==> src/rtl/dma_regs_pkg.sv <==
package dma_regs_pkg;
  // register offsets (software-visible decode)
  localparam int OFS_ID    = 'h08;
  localparam int OFS_GCTRL = 'h10;
  localparam int OFS_POLL  = 'h14;
  localparam int OFS_CSEL  = 'h18;
  localparam int OFS_CCTRL = 'h1C;
  localparam int OFS_CBASE = 'h20;
  localparam int OFS_CCNT  = 'h24;
  localparam int OFS_CSTAT = 'h28;
  localparam int OFS_CIEN  = 'h2C;
  localparam int OFS_PSEL  = 'h40;
  localparam int OFS_PCFG  = 'h44;
  localparam int OFS_LINE  = 'hF4;

  // channel control fields
  localparam int CTL_ON    = 0;
  localparam int CTL_RST   = 1;
  localparam int CTL_TX    = 8;
  localparam int CTL_WT_LO = 16;

  // poll fields
  localparam int POLL_EN  = 31;
  localparam int POLL_DIV = 6;

  // port config fields
  localparam int PC_SWAP_LO = 8;
  localparam int PC_DROP    = 6;
  localparam int PC_BA_LO   = 4;
  localparam int PC_BB_LO   = 2;

  // global control fields
  localparam int GC_RST = 0;

  typedef enum logic [2:0] {
    BK_NONE, BK_CTRL, BK_BASE, BK_CNT, BK_STAT, BK_IEN, BK_POLL
  } bank_reg_e;
endpackage

==> src/rtl/dma_chan_slot.sv <==
module dma_chan_slot
  import dma_regs_pkg::*;
#(
  parameter int DATA_W  = 32,
  parameter int STAT_W  = 7,
  parameter int CNT_W   = 8,
  parameter int RST_CYC = 4
) (
  input  logic              clk,
  input  logic              rst_n,
  input  logic              wr_hit,
  input  bank_reg_e         wr_reg,
  input  bank_reg_e         rd_reg,
  input  logic [DATA_W-1:0] wdata,
  input  logic              eng_rst,
  input  logic [STAT_W-1:0] ev,
  output logic              on_o,
  output logic              tx_o,
  output logic [1:0]        wt_o,
  output logic [DATA_W-1:0] base_o,
  output logic [CNT_W-1:0]  dcnt_o,
  output logic [STAT_W-1:0] stat_o,
  output logic [STAT_W-1:0] ien_o,
  output logic              busy_o,
  output logic [DATA_W-1:0] rd_word
);
  localparam int RC_W = $clog2(RST_CYC + 1);

  logic              on_q, on_d, tx_q, tx_d;
  logic [1:0]        wt_q, wt_d;
  logic [DATA_W-1:0] base_q;
  logic [CNT_W-1:0]  dcnt_q;
  logic [STAT_W-1:0] stat_q, stat_d, ien_q, stat_clr;
  logic              pen_q, pdiv_q;
  logic [RC_W-1:0]   rc_q, rc_d;
  logic              rst_go, busy;
  logic              ctrl_we, base_we, dcnt_we, ien_we, poll_we;

  assign busy = (rc_q != '0);

  // next state
  always_comb begin
    ctrl_we  = wr_hit && (wr_reg == BK_CTRL);
    base_we  = wr_hit && (wr_reg == BK_BASE);
    dcnt_we  = wr_hit && (wr_reg == BK_CNT);
    ien_we   = wr_hit && (wr_reg == BK_IEN);
    poll_we  = wr_hit && (wr_reg == BK_POLL);
    stat_clr = (wr_hit && (wr_reg == BK_STAT)) ? wdata[STAT_W-1:0] : '0;
    rst_go   = eng_rst || (ctrl_we && wdata[CTL_RST]);

    if (rst_go)    rc_d = RC_W'(RST_CYC);
    else if (busy) rc_d = rc_q - RC_W'(1);
    else           rc_d = rc_q;

    on_d   = ctrl_we ? wdata[CTL_ON] : on_q;
    tx_d   = ctrl_we ? wdata[CTL_TX] : tx_q;
    wt_d   = ctrl_we ? wdata[CTL_WT_LO +: 2] : wt_q;
    // an event wins over a clear of the same bit
    stat_d = (stat_q & ~stat_clr) | ev;

    if (rst_go || busy) begin
      on_d   = 1'b0;
      stat_d = '0;
    end
  end

  // registers
  always_ff @(posedge clk or negedge rst_n) begin
    if (!rst_n) begin
      on_q   <= 1'b0;
      tx_q   <= 1'b0;
      wt_q   <= '0;
      stat_q <= '0;
      rc_q   <= '0;
    end else begin
      on_q   <= on_d;
      tx_q   <= tx_d;
      wt_q   <= wt_d;
      stat_q <= stat_d;
      rc_q   <= rc_d;
    end
  end

  always_ff @(posedge clk or negedge rst_n) begin
    if (!rst_n) begin
      base_q <= '0;
      dcnt_q <= '0;
      ien_q  <= '0;
      pen_q  <= 1'b0;
      pdiv_q <= 1'b0;
    end else begin
      if (base_we) base_q <= wdata;
      if (dcnt_we) dcnt_q <= wdata[CNT_W-1:0];
      if (ien_we)  ien_q  <= wdata[STAT_W-1:0];
      if (poll_we) begin
        pen_q  <= wdata[POLL_EN];
        pdiv_q <= wdata[POLL_DIV];
      end
    end
  end

  // local read word
  always_comb begin
    rd_word = '0;
    case (rd_reg)
      BK_CTRL: begin
        rd_word[CTL_ON]          = on_q;
        rd_word[CTL_RST]         = busy;
        rd_word[CTL_TX]          = tx_q;
        rd_word[CTL_WT_LO +: 2]  = wt_q;
      end
      BK_BASE: rd_word = base_q;
      BK_CNT:  rd_word[CNT_W-1:0]  = dcnt_q;
      BK_STAT: rd_word[STAT_W-1:0] = stat_q;
      BK_IEN:  rd_word[STAT_W-1:0] = ien_q;
      BK_POLL: begin
        rd_word[POLL_EN]  = pen_q;
        rd_word[POLL_DIV] = pdiv_q;
      end
      default: rd_word = '0;
    endcase
  end

  assign on_o   = on_q;
  assign tx_o   = tx_q;
  assign wt_o   = wt_q;
  assign base_o = base_q;
  assign dcnt_o = dcnt_q;
  assign stat_o = stat_q;
  assign ien_o  = ien_q;
  assign busy_o = busy;
endmodule

==> src/rtl/dma_port_slot.sv <==
module dma_port_slot
  import dma_regs_pkg::*;
#(
  parameter int DATA_W = 32
) (
  input  logic              clk,
  input  logic              rst_n,
  input  logic              we,
  input  logic [DATA_W-1:0] wdata,
  output logic [DATA_W-1:0] rd_word
);
  logic [3:0] swap_q;
  logic       drop_q;
  logic [1:0] bla_q, blb_q;

  always_ff @(posedge clk or negedge rst_n) begin
    if (!rst_n) begin
      swap_q <= '0;
      drop_q <= 1'b0;
      bla_q  <= '0;
      blb_q  <= '0;
    end else if (we) begin
      swap_q <= wdata[PC_SWAP_LO +: 4];
      drop_q <= wdata[PC_DROP];
      bla_q  <= wdata[PC_BA_LO +: 2];
      blb_q  <= wdata[PC_BB_LO +: 2];
    end
  end

  always_comb begin
    rd_word = '0;
    rd_word[PC_SWAP_LO +: 4] = swap_q;
    rd_word[PC_DROP]         = drop_q;
    rd_word[PC_BA_LO +: 2]   = bla_q;
    rd_word[PC_BB_LO +: 2]   = blb_q;
  end
endmodule

==> src/rtl/dma_chan_regs.sv <==
module dma_chan_regs
  import dma_regs_pkg::*;
#(
  parameter int         NUM_CH   = 20,
  parameter int         NUM_PORT = 4,
  parameter int         ADDR_W   = 8,
  parameter int         DATA_W   = 32,
  parameter int         STAT_W   = 7,
  parameter int         CNT_W    = 8,
  parameter int         RST_CYC  = 4,
  parameter logic [4:0] HW_REV   = 5'h12
) (
  input  logic                       clk,
  input  logic                       rst_n,
  input  logic                       wr_en,
  input  logic                       rd_en,
  input  logic [ADDR_W-1:0]          addr,
  input  logic [DATA_W-1:0]          wdata,
  output logic [DATA_W-1:0]          rdata,
  input  logic [NUM_CH*STAT_W-1:0]   ch_event_i,
  output logic [NUM_CH-1:0]          irq_o,
  output logic [NUM_CH-1:0]          ch_on_o,
  output logic [NUM_CH-1:0]          ch_tx_o,
  output logic [NUM_CH*2-1:0]        ch_weight_o,
  output logic [NUM_CH*DATA_W-1:0]   ch_base_o,
  output logic [NUM_CH*CNT_W-1:0]    ch_count_o
);
  localparam int CSEL_W = $clog2(NUM_CH) + 1;
  localparam int PSEL_W = $clog2(NUM_PORT) + 1;

  logic [1:0]        rsync_q;
  logic              rst_int_n;
  logic [CSEL_W-1:0] csel_q, csel_d;
  logic [PSEL_W-1:0] psel_q, psel_d;
  logic [NUM_CH-1:0] line_q, line_d;
  logic [DATA_W-1:0] rd_d, rdata_q, id_word;
  logic              eng_rst;
  bank_reg_e         bank;

  logic [NUM_CH-1:0] busy;
  logic [STAT_W-1:0] stat_w [NUM_CH];
  logic [STAT_W-1:0] ien_w  [NUM_CH];
  logic [DATA_W-1:0] slot_word [NUM_CH];
  logic [DATA_W-1:0] port_word [NUM_PORT];

  // reset: asynchronous assert, synchronous release
  always_ff @(posedge clk or negedge rst_n) begin
    if (!rst_n) rsync_q <= '0;
    else        rsync_q <= {rsync_q[0], 1'b1};
  end
  assign rst_int_n = rsync_q[1];

  function automatic bank_reg_e bank_of(input logic [ADDR_W-1:0] a);
    case (a)
      ADDR_W'(OFS_CCTRL): return BK_CTRL;
      ADDR_W'(OFS_CBASE): return BK_BASE;
      ADDR_W'(OFS_CCNT):  return BK_CNT;
      ADDR_W'(OFS_CSTAT): return BK_STAT;
      ADDR_W'(OFS_CIEN):  return BK_IEN;
      ADDR_W'(OFS_POLL):  return BK_POLL;
      default:            return BK_NONE;
    endcase
  endfunction

  assign bank    = bank_of(addr);
  assign eng_rst = wr_en && (addr == ADDR_W'(OFS_GCTRL)) && wdata[GC_RST];

  always_comb begin
    id_word         = '0;
    id_word[4:0]    = HW_REV;
    id_word[19:16]  = 4'(NUM_PORT);
    id_word[31:20]  = 12'(NUM_CH);
  end

  // global next state
  always_comb begin
    csel_d = csel_q;
    psel_d = psel_q;
    line_d = line_q;
    if (wr_en) begin
      if (addr == ADDR_W'(OFS_CSEL)) csel_d = wdata[CSEL_W-1:0];
      if (addr == ADDR_W'(OFS_PSEL)) psel_d = wdata[PSEL_W-1:0];
      if (addr == ADDR_W'(OFS_LINE)) line_d = wdata[NUM_CH-1:0];
    end
  end

  always_ff @(posedge clk or negedge rst_int_n) begin
    if (!rst_int_n) begin
      csel_q <= '0;
      psel_q <= '0;
      line_q <= '0;
    end else begin
      csel_q <= csel_d;
      psel_q <= psel_d;
      line_q <= line_d;
    end
  end

  // channel banks
  for (genvar c = 0; c < NUM_CH; c++) begin : g_ch
    logic wr_hit;
    assign wr_hit = wr_en && (bank != BK_NONE) && (csel_q == CSEL_W'(c));

    dma_chan_slot #(
      .DATA_W (DATA_W),
      .STAT_W (STAT_W),
      .CNT_W  (CNT_W),
      .RST_CYC(RST_CYC)
    ) u_slot (
      .clk    (clk),
      .rst_n  (rst_int_n),
      .wr_hit (wr_hit),
      .wr_reg (bank),
      .rd_reg (bank),
      .wdata  (wdata),
      .eng_rst(eng_rst),
      .ev     (ch_event_i[STAT_W*c +: STAT_W]),
      .on_o   (ch_on_o[c]),
      .tx_o   (ch_tx_o[c]),
      .wt_o   (ch_weight_o[2*c +: 2]),
      .base_o (ch_base_o[DATA_W*c +: DATA_W]),
      .dcnt_o (ch_count_o[CNT_W*c +: CNT_W]),
      .stat_o (stat_w[c]),
      .ien_o  (ien_w[c]),
      .busy_o (busy[c]),
      .rd_word(slot_word[c])
    );

    assign irq_o[c] = line_q[c] && ((stat_w[c] & ien_w[c]) != '0);
  end

  // port banks
  for (genvar p = 0; p < NUM_PORT; p++) begin : g_port
    logic we;
    assign we = wr_en && (addr == ADDR_W'(OFS_PCFG)) && (psel_q == PSEL_W'(p));

    dma_port_slot #(.DATA_W(DATA_W)) u_port (
      .clk    (clk),
      .rst_n  (rst_int_n),
      .we     (we),
      .wdata  (wdata),
      .rd_word(port_word[p])
    );
  end

  // read mux; out-of-range selects match no bank and read zero
  always_comb begin
    rd_d = '0;
    case (addr)
      ADDR_W'(OFS_ID):    rd_d = id_word;
      ADDR_W'(OFS_GCTRL): rd_d[GC_RST] = (busy != '0);
      ADDR_W'(OFS_CSEL):  rd_d[CSEL_W-1:0] = csel_q;
      ADDR_W'(OFS_PSEL):  rd_d[PSEL_W-1:0] = psel_q;
      ADDR_W'(OFS_LINE):  rd_d[NUM_CH-1:0] = line_q;
      ADDR_W'(OFS_PCFG): begin
        for (int p = 0; p < NUM_PORT; p++)
          if (psel_q == PSEL_W'(p)) rd_d = port_word[p];
      end
      default: begin
        if (bank != BK_NONE)
          for (int c = 0; c < NUM_CH; c++)
            if (csel_q == CSEL_W'(c)) rd_d = slot_word[c];
      end
    endcase
  end

  always_ff @(posedge clk or negedge rst_int_n) begin
    if (!rst_int_n)  rdata_q <= '0;
    else if (rd_en)  rdata_q <= rd_d;
  end

  assign rdata = rdata_q;
endmodule

==> config.mk <==
export PLATFORM = sky130hd
export DESIGN_NAME = dma_chan_regs
export DESIGN_NICKNAME = d
export VERILOG_FILES = /design/src/rtl/dma_regs_pkg.sv /design/src/rtl/dma_chan_slot.sv /design/src/rtl/dma_port_slot.sv /design/src/rtl/dma_chan_regs.sv
export SDC_FILE = /design/constraint.sdc
export NUM_CORES = 2
export LEC_CHECK = 0
export BUFFER_PORTS_ARGS = -buffer_cell sky130_fd_sc_hd__buf_2
export CAP_MARGIN = 5
export CORE_AREA = 2 2 439 441
export DETAILED_ROUTE_END_ITERATION = 7
export DIE_AREA = 0 0 441 443
export HOLD_SLACK_MARGIN = 0.08
export MAX_ROUTING_LAYER = met4
export PLACE_DENSITY = 0.62
export SLEW_MARGIN = 40
export SYNTH_ARGS = -nofsm -noshare
export SYNTH_HDL_FRONTEND = slang
export SYNTH_SLANG_ARGS = --single-unit
export TNS_END_PERCENT = 20
==> constraint.sdc <==
create_clock -name clk -period 43.5 [get_ports clk]
set_input_delay 4.35 -clock clk [delete_from_list [all_inputs] [get_ports clk]]
set_output_delay 4.35 -clock clk [all_outputs]
set_load 0.005 [all_outputs]
==> reports/metrics.yaml <==
status:
  status: "finished, violations left"
  violations: "DRC"
placement:
  io_buffer_count: 1115
  hpwl_mm: 255
  gp_congestion: 0.995
  dpl_cell_area_sq_um: 72100
clock_network:
  post_cts_buffers: 0
  clk_pin_slew_ns: 0.06
  htreeDepth: 4
  cts.sinks: 1359
  cts_tree: "yes"
  cts_resized: 0
  cts_buffers: 152
  cts_hold_buf: 0
  clk_latency_ns: 0.84
  cts_buffer_depth: 3
  clockRootBuffer: "clkbuf_16"
timing:
  period_needed_ns: 8.28
  hold_violations: 0
  finalCritPeriodShare_pct: 19.0
  setup_tns_ns: 0
  tightest_slew_ns: 0.946
  slew_headroom_pct: 36.6
  drv_slew: 0
  max_freq_ghz: 0.121
  setup-violations-final: 0
  skew_ns: 0.0355
  rsz0062_at_grt: "no"
critical_path:
  crit_chain: "buf_2 -> or4b_2 -> buf_4 -> nor2_8 -> buf_12 -> buf_4 -> a222oi_1 -> nand2_1 -> nand2_1 -> a2111oi_1 -> nor3_1 -> o22ai_1"
  crit_arrival_ns: 9.03
  path_class: "in -> reg"
  r2r-start: "csel_q[0]$_DFFE_PN0P_"
  critPathBufInv: 4
  crit_required_ns: 44.25
  critical_path.top_delay_family: "simple AND/OR/NAND/NOR gates"
  cpPeakStageDelay_ns: 0.83
  rr_worst_depth: 11
  r2r-end: "rdata[4]$_DFFE_PN0P_"
  start_kind: "input port"
  r2r_slack_ns: 38.44
  slowest_stage: "a2111oi_1"
  crit_fanout: 105
  worstSetupEndpointType: "register"
global_route:
  grt_antenna_before_repair: 26
  overflow: 0
  grt_max_degree: 135
  grtUsageTotal_pct: 36.1
  grt_pass1_wl_mm: 474
  grt_pass1_vias: 54400
pwr:
  finalPower_mw: 3.08
  switching_share_pct: 28.4
  p_int_mw: 2.20
  comb_power_share_pct: 11.4
  seq_power_share_pct: 45.2
  ir_drop_mv: 0.0344
  powerDensity_nw_per_um2: 39.8
  p_sw_uw: 872
  p_leak_nw: 38.2
  p_clk_share_pct: 43.4
worst_hold_path:
  worstHoldPathType: "reg -> async"
cells_and_area:
  area_growth_pct: 21.1
  final_cell_mix: "1356 x dfrtp_1, 1111 x buf_2, 1089 x mux2_2"
  nNetsFinal: 6606
  final_area_sq_um: 77300
  layout-drive-gt1-share_pct: 42.6
  layout_commonest_cell: "dfrtp_1"
synth:
  synth_edf_count: 0
  synth-seq-cells: 1359
  synth-main-ff-cell: "dfrtp_1"
  yosysWarnings: 0
  syn_area_sq_um: 63800
  netlist_instances: 5433
  yosysSeqAreaShare_pct: 53.3
  synth_compound_area_share_pct: 13.8
  synth-adder-area-share_pct: 0.784
  synth_top_family_by_area: "multiplexers"
  synth_area_per_cell_sq_um: 11.7
  synthMuxAreaShare_pct: 20.2
  synthXorXnorAreaFrac_pct: 0.274
  synth-simple-area-share_pct: 7.48
  ys_async_sr_fraction_pct: 100
  synth_nets: 5657
  yosysUniqueCellTypes: 91
detailed_routing:
  drt_pass1_iterations: 8
  dr_wl_met3_mm: 32.1
  drt_iter0_drc: 7041
  vias_per_cell: 6.22
  wl_per_cell_um: 39.0
  vias: 56200
  wirelength_met1_mm: 126
  drtAntennaViolNets: 0
  routed_wirelength_mm: 353
  drc: 8
  dr_wl_met2_mm: 160
  highest_layer: "met4"
floorplan:
  coreArea_sq_um: 191000
  start_util_pct: 33.4
  dieHeight_um: 443
  dieArea_sq_um: 195000
  num_rows: 161
  die_width_um: 441
  io_pins: 1116
job:
  drv_cap: 0
==> worst reg2reg max path: cells and delay by family, from the launching register on <==
family	cells	cell delay (ns)
compound gates	5	1.91
buf+inv	3	1.31
simple gates	3	1.31
flops	1	0.46
==> worst max-delay path by stage <==
stage | startpoint | to | slack [ns] | cells past startpoint
after global routing | addr[4] | rdata[4]$_DFFE_PN0P_ | 35.25 | 12
after CTS | addr[4] | rdata[17]$_DFFE_PN0P_ | 35.40 | 11
after floorplan | rsync_q[1]$_DFF_PN0_ | csel_q[0]$_DFFE_PN0P_ | 2.81 | 0
final | addr[4] | rdata[4]$_DFFE_PN0P_ | 35.22 | 12
after global placement | addr[4] | rdata[2]$_DFFE_PN0P_ | 34.06 | 12
after detailed placement | addr[4] | rdata[17]$_DFFE_PN0P_ | 34.50 | 11
==> registers in the layout, summed over array words and instances, names as in the netlist <==
| name | cells |
|---|---|
| g_ch.u_slot.pdiv_q | 20 |
| g_ch.u_slot.wt_o | 40 |
| csel_q | 6 |
| g_ch.u_slot.tx_o | 20 |
| g_ch.u_slot.on_o | 20 |
| g_ch.u_slot.rc_q | 60 |
| g_ch.u_slot.base_o | 640 |
| rdata | 32 |
| g_port.u_port.swap_q | 16 |
| psel_q | 3 |
| g_ch.u_slot.stat_o | 140 |
| g_ch.u_slot.ien_o | 140 |
| rsync_q | 2 |
| g_ch.u_slot.dcnt_o | 160 |
| g_port.u_port.bla_q | 8 |
| g_ch.u_slot.pen_q | 20 |
| g_port.u_port.drop_q | 4 |
| line_q | 20 |
| g_port.u_port.blb_q | 8 |
==> cell usage after synthesis (8+ instances only) <==
| library cell | instances | area [sq um] |
|---|---|---|
| a2111oi_0 | 10 | 87.6 |
| a211o_1 | 11 | 96.3 |
| a211oi_1 | 47 | 353 |
| a21oi_1 | 372 | 1860 |
| a221o_1 | 24 | 240 |
| a221oi_1 | 97 | 850 |
| a222oi_1 | 49 | 490 |
| a22o_1 | 23 | 201 |
| a22oi_1 | 328 | 2460 |
| a31oi_1 | 68 | 425 |
| a41oi_1 | 8 | 70.1 |
| and2_1 | 11 | 68.8 |
| and3_1 | 20 | 125 |
| buf_1 | 34 | 128 |
| buf_2 | 117 | 586 |
| buf_4 | 93 | 698 |
| buf_6 | 8 | 90.1 |
| clkbuf_1 | 243 | 912 |
| dfrtp_1 | 1359 | 34000 |
| ha_1 | 40 | 500 |
| inv_1 | 71 | 267 |
| mux2_1 | 20 | 225 |
| mux2_2 | 1089 | 12300 |
| mux2i_1 | 31 | 310 |
| nand2_1 | 339 | 1270 |
| nand2b_1 | 21 | 131 |
| nand3_1 | 79 | 395 |
| nand4_1 | 23 | 144 |
| nor2_1 | 325 | 1220 |
| nor2_2 | 54 | 338 |
| nor2b_1 | 37 | 231 |
| nor3_1 | 25 | 125 |
| nor4_1 | 23 | 144 |
| o211ai_1 | 11 | 82.6 |
| o21ai_0 | 119 | 596 |
| o22ai_1 | 29 | 181 |
| o31ai_1 | 10 | 75.1 |
| or2_2 | 9 | 56.3 |
| or4_1 | 12 | 90.1 |
| xnor2_1 | 20 | 175 |
==> final cells by class <==
cell class	count	area, sq um
Timing Repair Buffer	1290	7170
Inverter	71	267
Fill cell	18300	114000
Multi-Input combinational cell	3508	27600
Clock inverter	42	556
Tap cell	2526	3160
Clock buffer	225	4480
Antenna cell	21	52.6
Sequential cell	1359	34000
==> cells by family after synthesis <==
| logic type | after synthesis |
|---|---|
| flops | 1359 |
| compound gates | 1286 |
| simple gates | 1016 |
| buf+inv | 566 |
| xor+xnor | 20 |
| other cells | 1 |
| fa+ha+maj | 40 |
| mux | 1145 |
==> metrics by stage <==
| step | utilization, % | std cells | setup WS, ns | hold WS, ns |
|---|---|---|---|---|
| finish | 40.4 | 9042 | 35.22 | 0.266 |
| global placement | 37.5 | 8740 | 34.06 | 0.263 |
| global route | 40.4 | 9034 | 35.25 | 0.296 |
| CTS | 40.4 | 9019 | 35.40 | 0.278 |
| floorplan | - | 5433 | 2.81 | 0.331 |
| detailed placement | 37.7 | 8752 | 34.50 | 0.271 |
==> power groups by stage <==
stage	Clock, mW	Sequential (mW)	Combinational (mW)
4_1_cts	1.34	1.39	0.345
3_3_place_gp	0	1.41	0.325
6_report	1.33	1.39	0.351
2_1_floorplan	0	1.41	0.194
3_5_place_dp	0	1.41	0.343
5_1_grt	1.39	1.40	0.378
==> per-layer routing <==
layer / vias to the layer above / track usage [%]
met5: - / -
met4: 0 / 27.6
met3: 1134 / 8.31
met2: 4007 / 54.7
met1: 29100 / 41.4
li1: 22000 / -
Note: power is estimated with default switching activity, not from simulation.
